File: config.mk
export PLATFORM = sky130hd
export DESIGN_NAME = a16_reg_slave
export DESIGN_NICKNAME = d
export VERILOG_FILES = /design/src/rtl/a16rs_pkg.sv /design/src/rtl/a16rs_decode.sv /design/src/rtl/a16rs_fsm.sv /design/src/rtl/a16rs_regfile.sv /design/src/rtl/a16_reg_slave.sv
export SDC_FILE = /design/constraint.sdc
export NUM_CORES = 1
export LEC_CHECK = 0
export CORE_MARGIN = 1.5
export CORE_UTILIZATION = 31
export CTS_BUF_LIST = sky130_fd_sc_hd__clkbuf_4 sky130_fd_sc_hd__clkbuf_8
export CTS_CLUSTER_DIAMETER = 200
export DETAILED_ROUTE_END_ITERATION = 10
export PLACE_DENSITY = 0.53
export SYNTH_ARGS = -nofsm -noshare
export SYNTH_HDL_FRONTEND = slang
export SYNTH_SLANG_ARGS = --single-unit
File: constraint.sdc
create_clock -name clk -period 2.15 [get_ports clk]
set_input_delay 0.215 -clock clk [delete_from_list [all_inputs] [get_ports clk]]
set_output_delay 0.215 -clock clk [all_outputs]
set_load 0.1 [all_outputs]
File: src/rtl/a16rs_pkg.sv
package a16rs_pkg;

    localparam int DATA_W  = 16;
    localparam int MULT_W  = 10;
    localparam int RANGE_W = 3;
    localparam int REF_W   = 12;
    localparam int WAVE_W  = 2;

    localparam logic [DATA_W-1:0] ID_WORD  = 16'hFFC1;
    localparam logic [DATA_W-1:0] DEV_WORD = 16'hFFFD;

    localparam int STAT_MODID_BIT = 14;
    localparam int STAT_READY_BIT = 3;
    localparam int STAT_PASS_BIT  = 2;
    localparam int SRST_BIT       = 0;
    localparam int OEN_BIT        = 15;
    localparam int RANGE_LSB      = 12;

    typedef enum logic [2:0] {
        ST_IDLE,
        ST_WRITE,
        ST_READ,
        ST_SRST,
        ST_ACK,
        ST_HOLD
    } bus_st_e;

    typedef enum logic [3:0] {
        RI_ID,
        RI_DEVTYPE,
        RI_STATUS,
        RI_PERIOD,
        RI_DELAY,
        RI_WIDTH,
        RI_CTRL,
        RI_LOREF,
        RI_HIREF,
        RI_NONE
    } reg_idx_e;

    typedef struct packed {
        logic               out_en;
        logic [RANGE_W-1:0] per_range;
        logic [MULT_W-1:0]  per_mult;
        logic [MULT_W-1:0]  dly_mult;
        logic [RANGE_W-1:0] wid_range;
        logic [MULT_W-1:0]  wid_mult;
        logic               dbl_pulse;
        logic               run;
        logic               gated;
        logic               delayed;
        logic               free_run;
        logic [WAVE_W-1:0]  wave_mode;
        logic [REF_W-1:0]   lo_ref;
        logic [REF_W-1:0]   hi_ref;
    } cfg_t;

endpackage

File: src/rtl/a16rs_decode.sv
module a16rs_decode
    import a16rs_pkg::*;
#(
    parameter int ADDR_W = 16,
    parameter int LA_W   = 8,
    parameter logic [1:0] WIN_PREFIX = 2'b11
) (
    input  logic [ADDR_W-1:0] addr,
    input  logic [LA_W-1:0]   log_addr,
    output logic              hit,
    output reg_idx_e          idx
);
    localparam int OFF_W = ADDR_W - 2 - LA_W;

    logic [OFF_W-1:0] off;

    always_comb begin
        hit = (addr[ADDR_W-1 -: 2] == WIN_PREFIX) &&
              (addr[OFF_W +: LA_W] == log_addr);
        off = addr[OFF_W-1:0];
    end

    always_comb begin
        idx = RI_NONE;
        unique case (off)
            6'h00:   idx = RI_ID;
            6'h02:   idx = RI_DEVTYPE;
            6'h04:   idx = RI_STATUS;
            6'h08:   idx = RI_PERIOD;
            6'h0A:   idx = RI_DELAY;
            6'h0C:   idx = RI_WIDTH;
            6'h0E:   idx = RI_CTRL;
            6'h10:   idx = RI_LOREF;
            6'h12:   idx = RI_HIREF;
            default: idx = RI_NONE;
        endcase
    end

endmodule

File: src/rtl/a16rs_fsm.sv
module a16rs_fsm
    import a16rs_pkg::*;
(
    input  logic              clk,
    input  logic              rst_n,
    input  logic              bus_wr,
    input  logic              bus_rd,
    input  logic              hit,
    input  reg_idx_e          idx_in,
    input  logic [DATA_W-1:0] wdata_in,
    output reg_idx_e          idx_q,
    output logic [DATA_W-1:0] wdata_q,
    output logic              wr_stb,
    output logic              rd_stb,
    output logic              clr,
    output logic              ack,
    output logic              ready
);
    bus_st_e state_q, state_d;

    always_comb begin
        state_d = state_q;
        unique case (state_q)
            ST_IDLE: begin
                if (hit && bus_wr)      state_d = ST_WRITE;
                else if (hit && bus_rd) state_d = ST_READ;
            end
            ST_WRITE: begin
                if (idx_q == RI_STATUS && wdata_q[SRST_BIT]) state_d = ST_SRST;
                else                                         state_d = ST_ACK;
            end
            ST_READ:  state_d = ST_ACK;
            ST_SRST:  state_d = ST_ACK;
            ST_ACK:   state_d = ST_HOLD;
            ST_HOLD: begin
                if (!bus_wr && !bus_rd) state_d = ST_IDLE;
            end
            default:  state_d = ST_IDLE;
        endcase
    end

    always_ff @(posedge clk or negedge rst_n) begin
        if (!rst_n) begin
            state_q <= ST_IDLE;
            idx_q   <= RI_NONE;
            wdata_q <= '0;
        end else begin
            state_q <= state_d;
            if (state_q == ST_IDLE && hit && (bus_wr || bus_rd)) begin
                idx_q   <= idx_in;
                wdata_q <= wdata_in;
            end
        end
    end

    always_comb begin
        wr_stb = (state_q == ST_WRITE);
        rd_stb = (state_q == ST_READ);
        clr    = (state_q == ST_SRST);
        ack    = (state_q == ST_ACK);
        ready  = (state_q != ST_SRST);
    end

    AST_ACK_SINGLE: assert property (@(posedge clk) disable iff (!rst_n)
        ack |=> !ack);
    AST_ACK_AFTER_ACCESS: assert property (@(posedge clk) disable iff (!rst_n)
        $rose(ack) |-> ($past(wr_stb) || $past(rd_stb) || $past(clr)));
    AST_READY_BACK: assert property (@(posedge clk) disable iff (!rst_n)
        !ready |=> (ready && ack));

endmodule

File: src/rtl/a16rs_regfile.sv
module a16rs_regfile
    import a16rs_pkg::*;
(
    input  logic              clk,
    input  logic              rst_n,
    input  logic              wr_stb,
    input  logic              rd_stb,
    input  logic              clr,
    input  reg_idx_e          idx,
    input  logic [DATA_W-1:0] wdata,
    input  logic              modid_line,
    input  logic              ready,
    output cfg_t              cfg,
    output logic [DATA_W-1:0] rdata
);
    cfg_t              cfg_q;
    logic [DATA_W-1:0] rd_word;

    always_ff @(posedge clk or negedge rst_n) begin
        if (!rst_n) begin
            cfg_q <= '0;
        end else if (clr) begin
            cfg_q <= '0;
        end else if (wr_stb) begin
            unique case (idx)
                RI_PERIOD: begin
                    cfg_q.out_en    <= wdata[OEN_BIT];
                    cfg_q.per_range <= wdata[RANGE_LSB +: RANGE_W];
                    cfg_q.per_mult  <= wdata[MULT_W-1:0];
                end
                RI_DELAY:  cfg_q.dly_mult <= wdata[MULT_W-1:0];
                RI_WIDTH: begin
                    cfg_q.wid_range <= wdata[RANGE_LSB +: RANGE_W];
                    cfg_q.wid_mult  <= wdata[MULT_W-1:0];
                end
                RI_CTRL: begin
                    cfg_q.dbl_pulse <= wdata[6];
                    cfg_q.run       <= wdata[5];
                    cfg_q.gated     <= wdata[4];
                    cfg_q.delayed   <= wdata[3];
                    cfg_q.free_run  <= wdata[2];
                    cfg_q.wave_mode <= wdata[WAVE_W-1:0];
                end
                RI_LOREF: cfg_q.lo_ref <= wdata[REF_W-1:0];
                RI_HIREF: cfg_q.hi_ref <= wdata[REF_W-1:0];
                default:  ;
            endcase
        end
    end

    always_comb begin
        rd_word = '1;
        unique case (idx)
            RI_ID:      rd_word = ID_WORD;
            RI_DEVTYPE: rd_word = DEV_WORD;
            RI_STATUS: begin
                rd_word                 = '1;
                rd_word[STAT_MODID_BIT] = modid_line;
                rd_word[STAT_READY_BIT] = ready;
                rd_word[STAT_PASS_BIT]  = 1'b1;
            end
            RI_PERIOD: begin
                rd_word                        = '0;
                rd_word[OEN_BIT]               = cfg_q.out_en;
                rd_word[RANGE_LSB +: RANGE_W]  = cfg_q.per_range;
                rd_word[MULT_W-1:0]            = cfg_q.per_mult;
            end
            RI_DELAY: begin
                rd_word             = '0;
                rd_word[MULT_W-1:0] = cfg_q.dly_mult;
            end
            RI_WIDTH: begin
                rd_word                       = '0;
                rd_word[RANGE_LSB +: RANGE_W] = cfg_q.wid_range;
                rd_word[MULT_W-1:0]           = cfg_q.wid_mult;
            end
            RI_CTRL: begin
                rd_word             = '0;
                rd_word[6]          = cfg_q.dbl_pulse;
                rd_word[5]          = cfg_q.run;
                rd_word[4]          = cfg_q.gated;
                rd_word[3]          = cfg_q.delayed;
                rd_word[2]          = cfg_q.free_run;
                rd_word[WAVE_W-1:0] = cfg_q.wave_mode;
            end
            RI_LOREF: begin
                rd_word            = '0;
                rd_word[REF_W-1:0] = cfg_q.lo_ref;
            end
            RI_HIREF: begin
                rd_word            = '0;
                rd_word[REF_W-1:0] = cfg_q.hi_ref;
            end
            default: rd_word = '1;
        endcase
    end

    always_ff @(posedge clk or negedge rst_n) begin
        if (!rst_n)      rdata <= '0;
        else if (rd_stb) rdata <= rd_word;
    end

    assign cfg = cfg_q;

    AST_CLEAR_ZERO: assert property (@(posedge clk) disable iff (!rst_n)
        clr |=> (cfg_q == '0));
    AST_IGNORED_WRITE: assert property (@(posedge clk) disable iff (!rst_n)
        (wr_stb && (idx == RI_ID || idx == RI_DEVTYPE || idx == RI_NONE || idx == RI_STATUS))
        |=> $stable(cfg_q));
    AST_QUIET_NO_WRITE: assert property (@(posedge clk) disable iff (!rst_n)
        (!wr_stb && !clr) |=> $stable(cfg_q));

endmodule

File: src/rtl/a16_reg_slave.sv
module a16_reg_slave
    import a16rs_pkg::*;
#(
    parameter int ADDR_W = 16,
    parameter int LA_W   = 8
) (
    input  logic              clk,
    input  logic              rst_n,
    input  logic [LA_W-1:0]   log_addr,
    input  logic              modid_line,
    input  logic [ADDR_W-1:0] bus_addr,
    input  logic              bus_wr,
    input  logic              bus_rd,
    input  logic [DATA_W-1:0] bus_wdata,
    output logic [DATA_W-1:0] bus_rdata,
    output logic              bus_ack,
    output logic              ready,
    output logic              out_en,
    output logic [RANGE_W-1:0] per_range,
    output logic [MULT_W-1:0] per_mult,
    output logic [MULT_W-1:0] dly_mult,
    output logic [RANGE_W-1:0] wid_range,
    output logic [MULT_W-1:0] wid_mult,
    output logic              dbl_pulse,
    output logic              run,
    output logic              gated,
    output logic              delayed,
    output logic              free_run,
    output logic [WAVE_W-1:0] wave_mode,
    output logic [REF_W-1:0]  lo_ref,
    output logic [REF_W-1:0]  hi_ref
);
    logic              hit;
    reg_idx_e          idx_c, idx_q;
    logic [DATA_W-1:0] wdata_q;
    logic              wr_stb, rd_stb, clr;
    cfg_t              cfg;

    a16rs_decode #(.ADDR_W(ADDR_W), .LA_W(LA_W)) u_dec (
        .addr     (bus_addr),
        .log_addr (log_addr),
        .hit      (hit),
        .idx      (idx_c)
    );

    a16rs_fsm u_fsm (
        .clk      (clk),
        .rst_n    (rst_n),
        .bus_wr   (bus_wr),
        .bus_rd   (bus_rd),
        .hit      (hit),
        .idx_in   (idx_c),
        .wdata_in (bus_wdata),
        .idx_q    (idx_q),
        .wdata_q  (wdata_q),
        .wr_stb   (wr_stb),
        .rd_stb   (rd_stb),
        .clr      (clr),
        .ack      (bus_ack),
        .ready    (ready)
    );

    a16rs_regfile u_rf (
        .clk        (clk),
        .rst_n      (rst_n),
        .wr_stb     (wr_stb),
        .rd_stb     (rd_stb),
        .clr        (clr),
        .idx        (idx_q),
        .wdata      (wdata_q),
        .modid_line (modid_line),
        .ready      (ready),
        .cfg        (cfg),
        .rdata      (bus_rdata)
    );

    always_comb begin
        out_en    = cfg.out_en;
        per_range = cfg.per_range;
        per_mult  = cfg.per_mult;
        dly_mult  = cfg.dly_mult;
        wid_range = cfg.wid_range;
        wid_mult  = cfg.wid_mult;
        dbl_pulse = cfg.dbl_pulse;
        run       = cfg.run;
        gated     = cfg.gated;
        delayed   = cfg.delayed;
        free_run  = cfg.free_run;
        wave_mode = cfg.wave_mode;
        lo_ref    = cfg.lo_ref;
        hi_ref    = cfg.hi_ref;
    end

    AST_ID_CONST: assert property (@(posedge clk) disable iff (!rst_n)
        (bus_ack && $past(rd_stb) && idx_q == RI_ID) |-> (bus_rdata == 16'hFFC1));
    AST_RUN_CLEARED: assert property (@(posedge clk) disable iff (!rst_n)
        $fell(ready) |=> (!run && !out_en));

endmodule

==> flow_metrics.tcl, run 1 <==
set metrics [dict create \
    status "complete, no violations" \
    fin_tns_setup_ns 0 \
    ys_seq_elements 107 \
    p_per_area_mw_per_mm2 577 \
    tritoncts "yes" \
    synthCells 485 \
    yosysWarnings 0 \
    cts_max_level 3 \
    synth_top_family_by_area "compound AO/OA/AOI/OAI gates" \
    cts_root_buffer "clkbuf_8" \
    layout-drive-gt1-share 0.269 \
    placed_cells 825 \
    finalCritPeriodShare 0.921 \
    initialDrtViolationCount 185 \
    clk_pin_slew_worst_paths_ns 0.10 \
    register_area_mm2 0.00268 \
    synth_area_mm2 0.00494 \
    initial_core_util 0.322 \
    yosysTopAreaCell "dfrtp_1" \
    gp_congestion 0.775 \
    p_leak_nw 2.95 \
    die_x_um 129 \
    synth.area.mux_share 0.0602 \
    slew_headroom 0.415 \
    drc 0 \
    rows 45 \
    hpwlAfterDp_um 11000 \
    multiInputGateArea_mm2 0.00209 \
    avgSynthCellArea_um2 10.2 \
    finish.utilization 0.430 \
    num_vias 4148 \
    ir_drop_mv 0.396 \
    cp.arrival_ns 2.25 \
    final_cell_area_mm2 0.00661 \
    start_kind "register" \
    cts_setup_buffers 0 \
    routed_wl_um 15000 \
    yosys.area_share.simple 0.158 \
    ioPinCount 131 \
    setup_violations 0 \
    layout.cells.non_filler 842 \
    max_freq_mhz 505 \
    cts_buffer_depth 2 \
    hold_violations 0 \
    ant_nets 0 \
    grt_usage 0.187 \
    num_antenna_cells 0 \
    synth-async-reset-ratio 1.00 \
    drv_cap 0 \
    clk_latency_ns 0.39 \
    synth_adder_area_share 0 \
    syn_nets 530 \
    grt_setup_unrepaired "false" \
    min_period_ns 1.98 \
    synth_xor_area_frac 0.0142 \
    synth_seq_area_share 0.542 \
    grt_max_degree 44 \
    antenna_found_initial 0 \
    synth_edf_count 0 \
    synth-compound-area-share 0.188 \
    cts_made_buffers 9 \
    drv_slew 0 \
    port_buffers 130 \
    synth_cell_type_count 57 \
    viasPerCell 4.93 \
    grt_pass1_vias 4139 \
    area_delta_synth_final_pct 33.6 \
    core_area_mm2 0.0154 \
    min_path_type "in2async" \
    yosysTopAreaCellShare 0.531 \
    worst_hold_slack_ns 0.363 \
    finClkSkew_ns 0.00753 \
    fin_nets 671 \
    worstPathMaxFanout 16 \
    clock_sinks 107 \
    post_dp_cell_area_mm2 0.00639 \
    r2r_cells 5 \
    die-area_mm2 0.0167 \
    worstMarginPinSlew_ns 0.877 \
    synthTopCellsByArea "dfrtp_1, nand2_1, o21ai_0" \
    fill_cells 1487 \
    synth_most_common_cell "dfrtp_1" \
    grt_pass1_wl_um 23400 \
    ys.flop_type "dfrtp_1" \
    firstDrtPassIters 4 \
    required_ns 2.42 \
    overflow 0 \
    synthTopCellsByCount "dfrtp_1, nand2_1, o21ai_0, nor2_1, mux2_2" \
    die_y_um 129 \
    wl_per_cell_um 17.8 \
    cp-end-kind "register" \
    path_class "reg2reg" \
]
## worst paths after layout
kind                                start                 to  slack (ns)
max in group asynchronous           rst_n  u_fsm.wdata_q[10]        1.11
min in group clk             bus_wdata[7]   u_fsm.wdata_q[7]        0.44
hold reg to reg            u_rf.rdata[14]     u_rf.rdata[14]        0.50
setup reg to reg           u_fsm.idx_q[0]     u_rf.rdata[14]        0.17
setup / recovery           u_fsm.idx_q[0]     u_rf.rdata[14]        0.17
hold / removal                      rst_n     u_rf.rdata[10]        0.36
## registers in the layout (all words and copies together) (netlist names)
| signal | flops |
|---|---|
| u_rf.cfg | 68 |
| u_fsm.idx_q | 4 |
| u_rf.rdata | 16 |
| u_fsm.state_q | 3 |
| u_fsm.wdata_q | 16 |
## cell usage in the layout (no fill, tap or decap), types with 3 or more instances in the layout
cell / n
clkdlybuf4s50_1: 43
a22oi_1: 15
inv_1: 3
o22a_1: 5
nand2_1: 97
nor3b_1: 3
nor2_1: 21
dfrtp_1: 104
mux2_2: 20
a31oi_1: 4
xor2_1: 8
mux2i_1: 5
nor3_1: 6
a21oi_1: 5
nand2b_1: 5
o21ai_0: 69
nor2b_1: 8
o21ai_1: 11
o21a_1: 3
clkbuf_4: 4
nor4_1: 3
buf_12: 5
buf_4: 110
clkbuf_8: 11
o21ai_4: 3
o21ai_2: 3
and4bb_2: 3
a22o_1: 3
o32a_1: 4
nand4_1: 4
## per-stage QoR
step                power [mW]  setup WS (ns)
global placement          2.62          0.194
floorplan                 2.38          0.341
global route              3.97         0.0276
CTS                       3.84         0.0482
finish                    3.81          0.169
detailed placement        2.62          0.120
## area by class of cell
type                       instances  area share
inverter                           3     0.00170
tap                              211      0.0400
sequential                       107       0.406
clock buffer                      15      0.0275
clock inverter                     1     0.00114
timing repair buffer             159       0.207
multi-input combinational        346       0.317
## metal layers
layer  wire, um  GRT usage
met1       7130      0.263
met2       6950      0.295
met5          0          0
met4        214     0.0615
met3        692     0.0277
## critical path, cell delays in order (launching register included)
cell and delay (ns):
dfstp_2 0.75, buf_4 0.28, mux2i_1 0.27, nor2_1 0.07, nor3_1 0.37, o31ai_1 0.12
## where the power goes
part / switching (mW) / total [mW] / internal [mW]
Sequential: 0.0322 / 2.07 / 2.04
Clock: 0.684 / 1.22 / 0.539
Combinational: 0.297 / 0.516 / 0.219
Total: 1.01 / 3.81 / 2.80
## cells by family after synthesis
group,after synthesis
AND/OR/NAND/NOR,166
AO/OA/AOI/OAI,146
flip-flops,107
buffers and inverters,32
multiplexers,26
XOR/XNOR,8
## what timing repair did
item | CTS | global route
resized for setup | 0 | 3
hold endpoints to repair | 38 | 0
hold buffers | 1 | 0
endpoints found under the setup margin | 0 | 17
Power figures use the tool's default switching activity.
==> run 2, diff against run 1 <==
--- a/config.mk
+++ b/config.mk
@@ -6,10 +6,11 @@
 export NUM_CORES = 1
 export LEC_CHECK = 0
+export ABC_CLOCK_PERIOD_IN_PS = 2150
 export CORE_MARGIN = 1.5
-export CORE_UTILIZATION = 31
+export CORE_UTILIZATION = 27
 export CTS_BUF_LIST = sky130_fd_sc_hd__clkbuf_4 sky130_fd_sc_hd__clkbuf_8
 export CTS_CLUSTER_DIAMETER = 200
 export DETAILED_ROUTE_END_ITERATION = 10
-export PLACE_DENSITY = 0.53
+export PLACE_DENSITY = 0.48
 export SYNTH_ARGS = -nofsm -noshare
 export SYNTH_HDL_FRONTEND = slang
==> constraint.sdc (replaced) <==
create_clock -name clk -period 2.15 [get_ports clk]
set_input_delay 0.3225 -clock clk [delete_from_list [all_inputs] [get_ports clk]]
set_output_delay 0.3225 -clock clk [all_outputs]
set_load 0.1 [all_outputs]
==> run 2 against run 1 <==
Net effect:
- combinational power hardly changed
- worst hold slack gained 0.096 ns
- clock-buffer cell count decreased by 4
- highest routed layer unchanged
- maximum frequency decreased by 2.6%
- utilization shrank 6.3 points
- global-route usage shrank 2.2 points
- first-iteration DRC count rose by 2.2%
- largest cell class unchanged
- via count decreased by 0.46%
- sequential cell count stayed put
- clock skew rose by 0.0038 ns
==> flow_metrics.tcl, run 2 (synthesis gave the netlist of run 1 again) <==
set metrics [dict create \
    status "complete, no violations" \
    fill_cells 1793 \
    drc 0 \
    p_leak_nw 2.94 \
    cts_root_buffer "clkbuf_8" \
    register_area_mm2 0.00268 \
    grt_usage 0.165 \
    gp_congestion 0.805 \
    grt_max_degree 40 \
    path_class "reg2reg" \
    drv_slew 0 \
    initialDrtViolationCount 189 \
    finalCritPeriodShare 0.946 \
    clk_pin_slew_worst_paths_ns 0.10 \
    antenna_found_initial 0 \
    fin_tns_setup_ns 0 \
    cts_buffer_depth 2 \
    overflow 0 \
    core_area_mm2 0.0180 \
    final_common_cell "buf_4" \
    die_x_um 138 \
    cp.arrival_ns 2.30 \
    finish.utilization 0.367 \
    max_freq_mhz 492 \
    drv_cap 0 \
    total_power_mw 3.74 \
    tritoncts "yes" \
    rows 49 \
    setup_violations 0 \
    layout-drive-gt1-share 0.262 \
    p_per_area_mw_per_mm2 568 \
    fin_nets 668 \
    viasPerCell 4.82 \
    cts_made_buffers 9 \
    required_ns 2.41 \
    setup_slack_ns 0.116 \
    finClkSkew_ns 0.0113 \
    wl_per_cell_um 18.3 \
    hpwlAfterDp_um 11500 \
    crit_family "flip-flops" \
    cts_max_level 3 \
    worstPathMaxFanout 17 \
    worstMarginPinSlew_ns 0.914 \
    ir_drop_mv 0.555 \
    die_y_um 138 \
    place_ws_ns 0.122 \
    firstDrtPassIters 4 \
    clk_latency_ns 0.38 \
    multiInputGateArea_mm2 0.00210 \
    final_cell_area_mm2 0.00659 \
    min_period_ns 2.03 \
    clock_sinks 107 \
    ant_nets 0 \
    slew_headroom 0.391 \
    most-common-layout-cells "buf_4, dfrtp_1, nand2_1, o21ai_0, clkdlybuf4s50_1" \
    hold_violations 0 \
    num_antenna_cells 0 \
    post_dp_cell_area_mm2 0.00639 \
    cp-end-kind "register" \
    start_kind "register" \
    num_vias 4129 \
    critical_path.slowest_cell "dfstp_2" \
    ioPinCount 131 \
    min_path_type "in2async" \
    area_delta_synth_final_pct 33.2 \
    die-area_mm2 0.0191 \
    routed_wl_um 15700 \
    worst-path-buf-inv 1 \
    grt_setup_unrepaired "false" \
    max_stage_delay_ns 0.79 \
    grt_pass1_wl_um 24400 \
    path_cells "buf_4 -> mux2i_1 -> nor2_1 -> nor3_1 -> o31ai_1" \
    initial_core_util 0.275 \
    largest_reg_flops 68 \
    port_buffers 130 \
    grt_pass1_vias 4202 \
    cts_setup_buffers 0 \
]
-- run 2: worst reg2reg max path, stage by stage, from the launching register on --
cell and delay (ns):
dfstp_2 0.79, buf_4 0.28, mux2i_1 0.29, nor2_1 0.07
nor3_1 0.37, o31ai_1 0.13
-- run 2: cell type report --
class / instances / area share
inverter: 3 / 0.00171
tap: 229 / 0.0435
sequential: 107 / 0.407
multi-input combinational: 346 / 0.318
clock buffer: 11 / 0.0211
clock inverter: 4 / 0.00437
timing repair buffer: 156 / 0.204
-- run 2: per-layer routing --
layer  GRT usage  share of wire  vias to the layer above  wire (um)
met2       0.273           0.48                      105       7490
met4      0.0582          0.015                        0        227
met5           0              0                        -          0
met3      0.0305          0.042                       14        651
li1            -              -                     1991          -
met1       0.217           0.47                     2019       7280
-- run 2: repair_timing --
item,4_1_cts,5_1_grt
endpoints found under the hold margin,33,0
hold buffers,1,0
resized for setup,0,2
setup endpoints to repair,0,4
-- run 2: final timing paths --
path | startpoint | endpoint | slack (ns) | cells after the start
max | u_fsm.idx_q[0] | u_rf.rdata[14] | 0.12 | 5
min reg2reg | u_rf.rdata[1] | u_rf.rdata[1] | 0.49 | 2
min | rst_n | u_fsm.state_q[2] | 0.46 | 2
min in group clk | u_rf.rdata[1] | u_rf.rdata[1] | 0.49 | 2
max reg2reg | u_fsm.idx_q[0] | u_rf.rdata[14] | 0.12 | 5
max in group asynchronous | rst_n | u_rf.cfg[20] | 1.07 | 3
-- run 2: power breakdown --
| part | internal [mW] | switching [mW] | leakage [nW] |
|---|---|---|---|
| logic | 0.218 | 0.301 | 1.38 |
| registers | 2.04 | 0.0332 | 1.48 |
| clock network | 0.442 | 0.704 | 0.0822 |
-- run 2: through the flow --
step,hold slack [ns],instances
global placement,0.338,840
global route,0.489,856
finish,0.459,856
floorplan,0.0269,485
detailed placement,0.346,840
CTS,0.470,856
==> run 3, diff against run 2 <==
Settings changed: CAP_MARGIN from default to 25, DONT_BUFFER_PORTS from default to 1, PLACE_DENSITY 0.48 to 0.38.
==> run 3 against run 2 <==
Net effect:
- the flow now finishes with violations (hold timing)
- via count is 5.7% lower
- die area stayed put
- sequential cell count stayed put
- critical path depth stayed put
- clock-buffer cell count is 2 higher
- largest power group unchanged
==> flow_metrics.tcl, run 3 (synthesis gave the netlist of run 1 again) <==
set metrics [dict create \
    grt_max_degree 108 \
    firstDrtPassIters 4 \
    finalCritPeriodShare 0.949 \
    path_class "reg2reg" \
    area_delta_synth_final_pct 24.5 \
    hpwlAfterDp_um 11300 \
    die_y_um 138 \
    cp-end-kind "register" \
    finClkSkew_ns 0.00644 \
    cts_setup_buffers 0 \
    worst_hold_slack_ns -0.358 \
    setup_violations 0 \
    rows 49 \
    p_per_area_mw_per_mm2 604 \
    viasPerCell 4.81 \
    ir_drop_mv 0.696 \
    cp.arrival_ns 2.30 \
    drc 0 \
    drv_cap 0 \
    num_vias 3894 \
    grt_pass1_wl_um 24800 \
    tritoncts "yes" \
    violations "hold timing" \
    antenna_found_initial 0 \
    ioPinCount 131 \
    max_freq_mhz 490 \
    wl_per_cell_um 19.5 \
    cts_made_buffers 9 \
    grt_pass1_vias 3953 \
    num_antenna_cells 0 \
    clock_sinks 107 \
    clk_pin_slew_worst_paths_ns 0.10 \
    cts_root_buffer "clkbuf_8" \
    gp_congestion 0.742 \
    p_leak_nw 2.76 \
    cts_max_level 3 \
    largest_reg_flops 68 \
    required_ns 2.40 \
    cts_buffer_depth 2 \
    hold_violations 107 \
    min_period_ns 2.04 \
    clk_latency_ns 0.37 \
    worstMarginPinSlew_ns 0.597 \
    grt_usage 0.170 \
    routed_wl_um 15800 \
    status "finished, violations left" \
    layout-drive-gt1-share 0.281 \
    overflow 0 \
    fin_nets 622 \
    slew_headroom 0.600 \
    initial_core_util 0.275 \
    die-area_mm2 0.0191 \
    final_common_cell "buf_4" \
    ant_nets 0 \
    min_path_type "in2async" \
    worstPathMaxFanout 20 \
    port_buffers 0 \
    grt_setup_unrepaired "false" \
    most-common-layout-cells "buf_4, dfrtp_1, nand2_1, o21ai_0, nor2_1" \
    core_area_mm2 0.0180 \
    die_x_um 138 \
    initialDrtViolationCount 186 \
    fin_tns_setup_ns 0 \
    drv_slew 0 \
    start_kind "register" \
]
==> run 3: area by class of cell <==
class / count / area [um2]
Inverter: 3 / 11.3
Tap cell: 229 / 287
Clock inverter: 2 / 35.0
Multi-Input combinational cell: 346 / 2090
Clock buffer: 13 / 166
Sequential cell: 107 / 2680
Timing Repair Buffer: 110 / 883
Fill cell: 1878 / 11800
==> run 3: stage by stage <==
step	instance area [um2]	instances	power [mW]	setup WS [ns]	util
after floorplan	4950	485	2.38	0.241	-
after global placement	5930	794	2.44	0.137	0.330
after detailed placement	5930	794	2.45	0.121	0.330
after CTS	6130	809	3.79	0.0975	0.341
after global routing	6150	810	3.90	0.00289	0.343
final	6150	810	3.72	0.109	0.343
==> run 3: power breakdown <==
part           internal (mW)  switching (mW)  total (mW)
Combinational          0.106           0.214       0.320
Clock                  0.623           0.688        1.31
Sequential              2.04          0.0487        2.09
Total                   2.77           0.951        3.72
==> run 3: layer usage <==
metal  vias up  global-route usage  share of wire
met5         -                   0              0
met2       100               0.279           0.48
li1       1899                   -              -
met4         0              0.0410          0.010
met1      1885               0.220           0.44
met3        10              0.0523          0.065
==> run 3: what timing repair did <==
item / in CTS / in global routing
setup endpoints to repair: 0 / 2
resized for setup: 0 / 2
endpoints found under the hold margin: 107 / 107
==> run 3: critical path, stage by stage, from the launching register on <==
cell and delay [ns]:
dfstp_2 0.80, buf_4 0.27, mux2i_1 0.32, nor2_1 0.08, nor3_1 0.33, o31ai_1 0.12
==> run 3: worst paths after layout <==
path | from | end | slack (ns) | cells past startpoint
hold / removal | rst_n | u_rf.rdata[11] | -0.36 | 0
hold reg to reg | u_rf.rdata[14] | u_rf.rdata[14] | 0.50 | 2
max in group asynchronous | rst_n | u_fsm.idx_q[0] | 2.27 | 0
setup / recovery | u_fsm.idx_q[0] | u_rf.rdata[14] | 0.11 | 5
setup reg to reg | u_fsm.idx_q[0] | u_rf.rdata[14] | 0.11 | 5
min in group clk | bus_wdata[5] | u_fsm.wdata_q[5] | 0.09 | 1
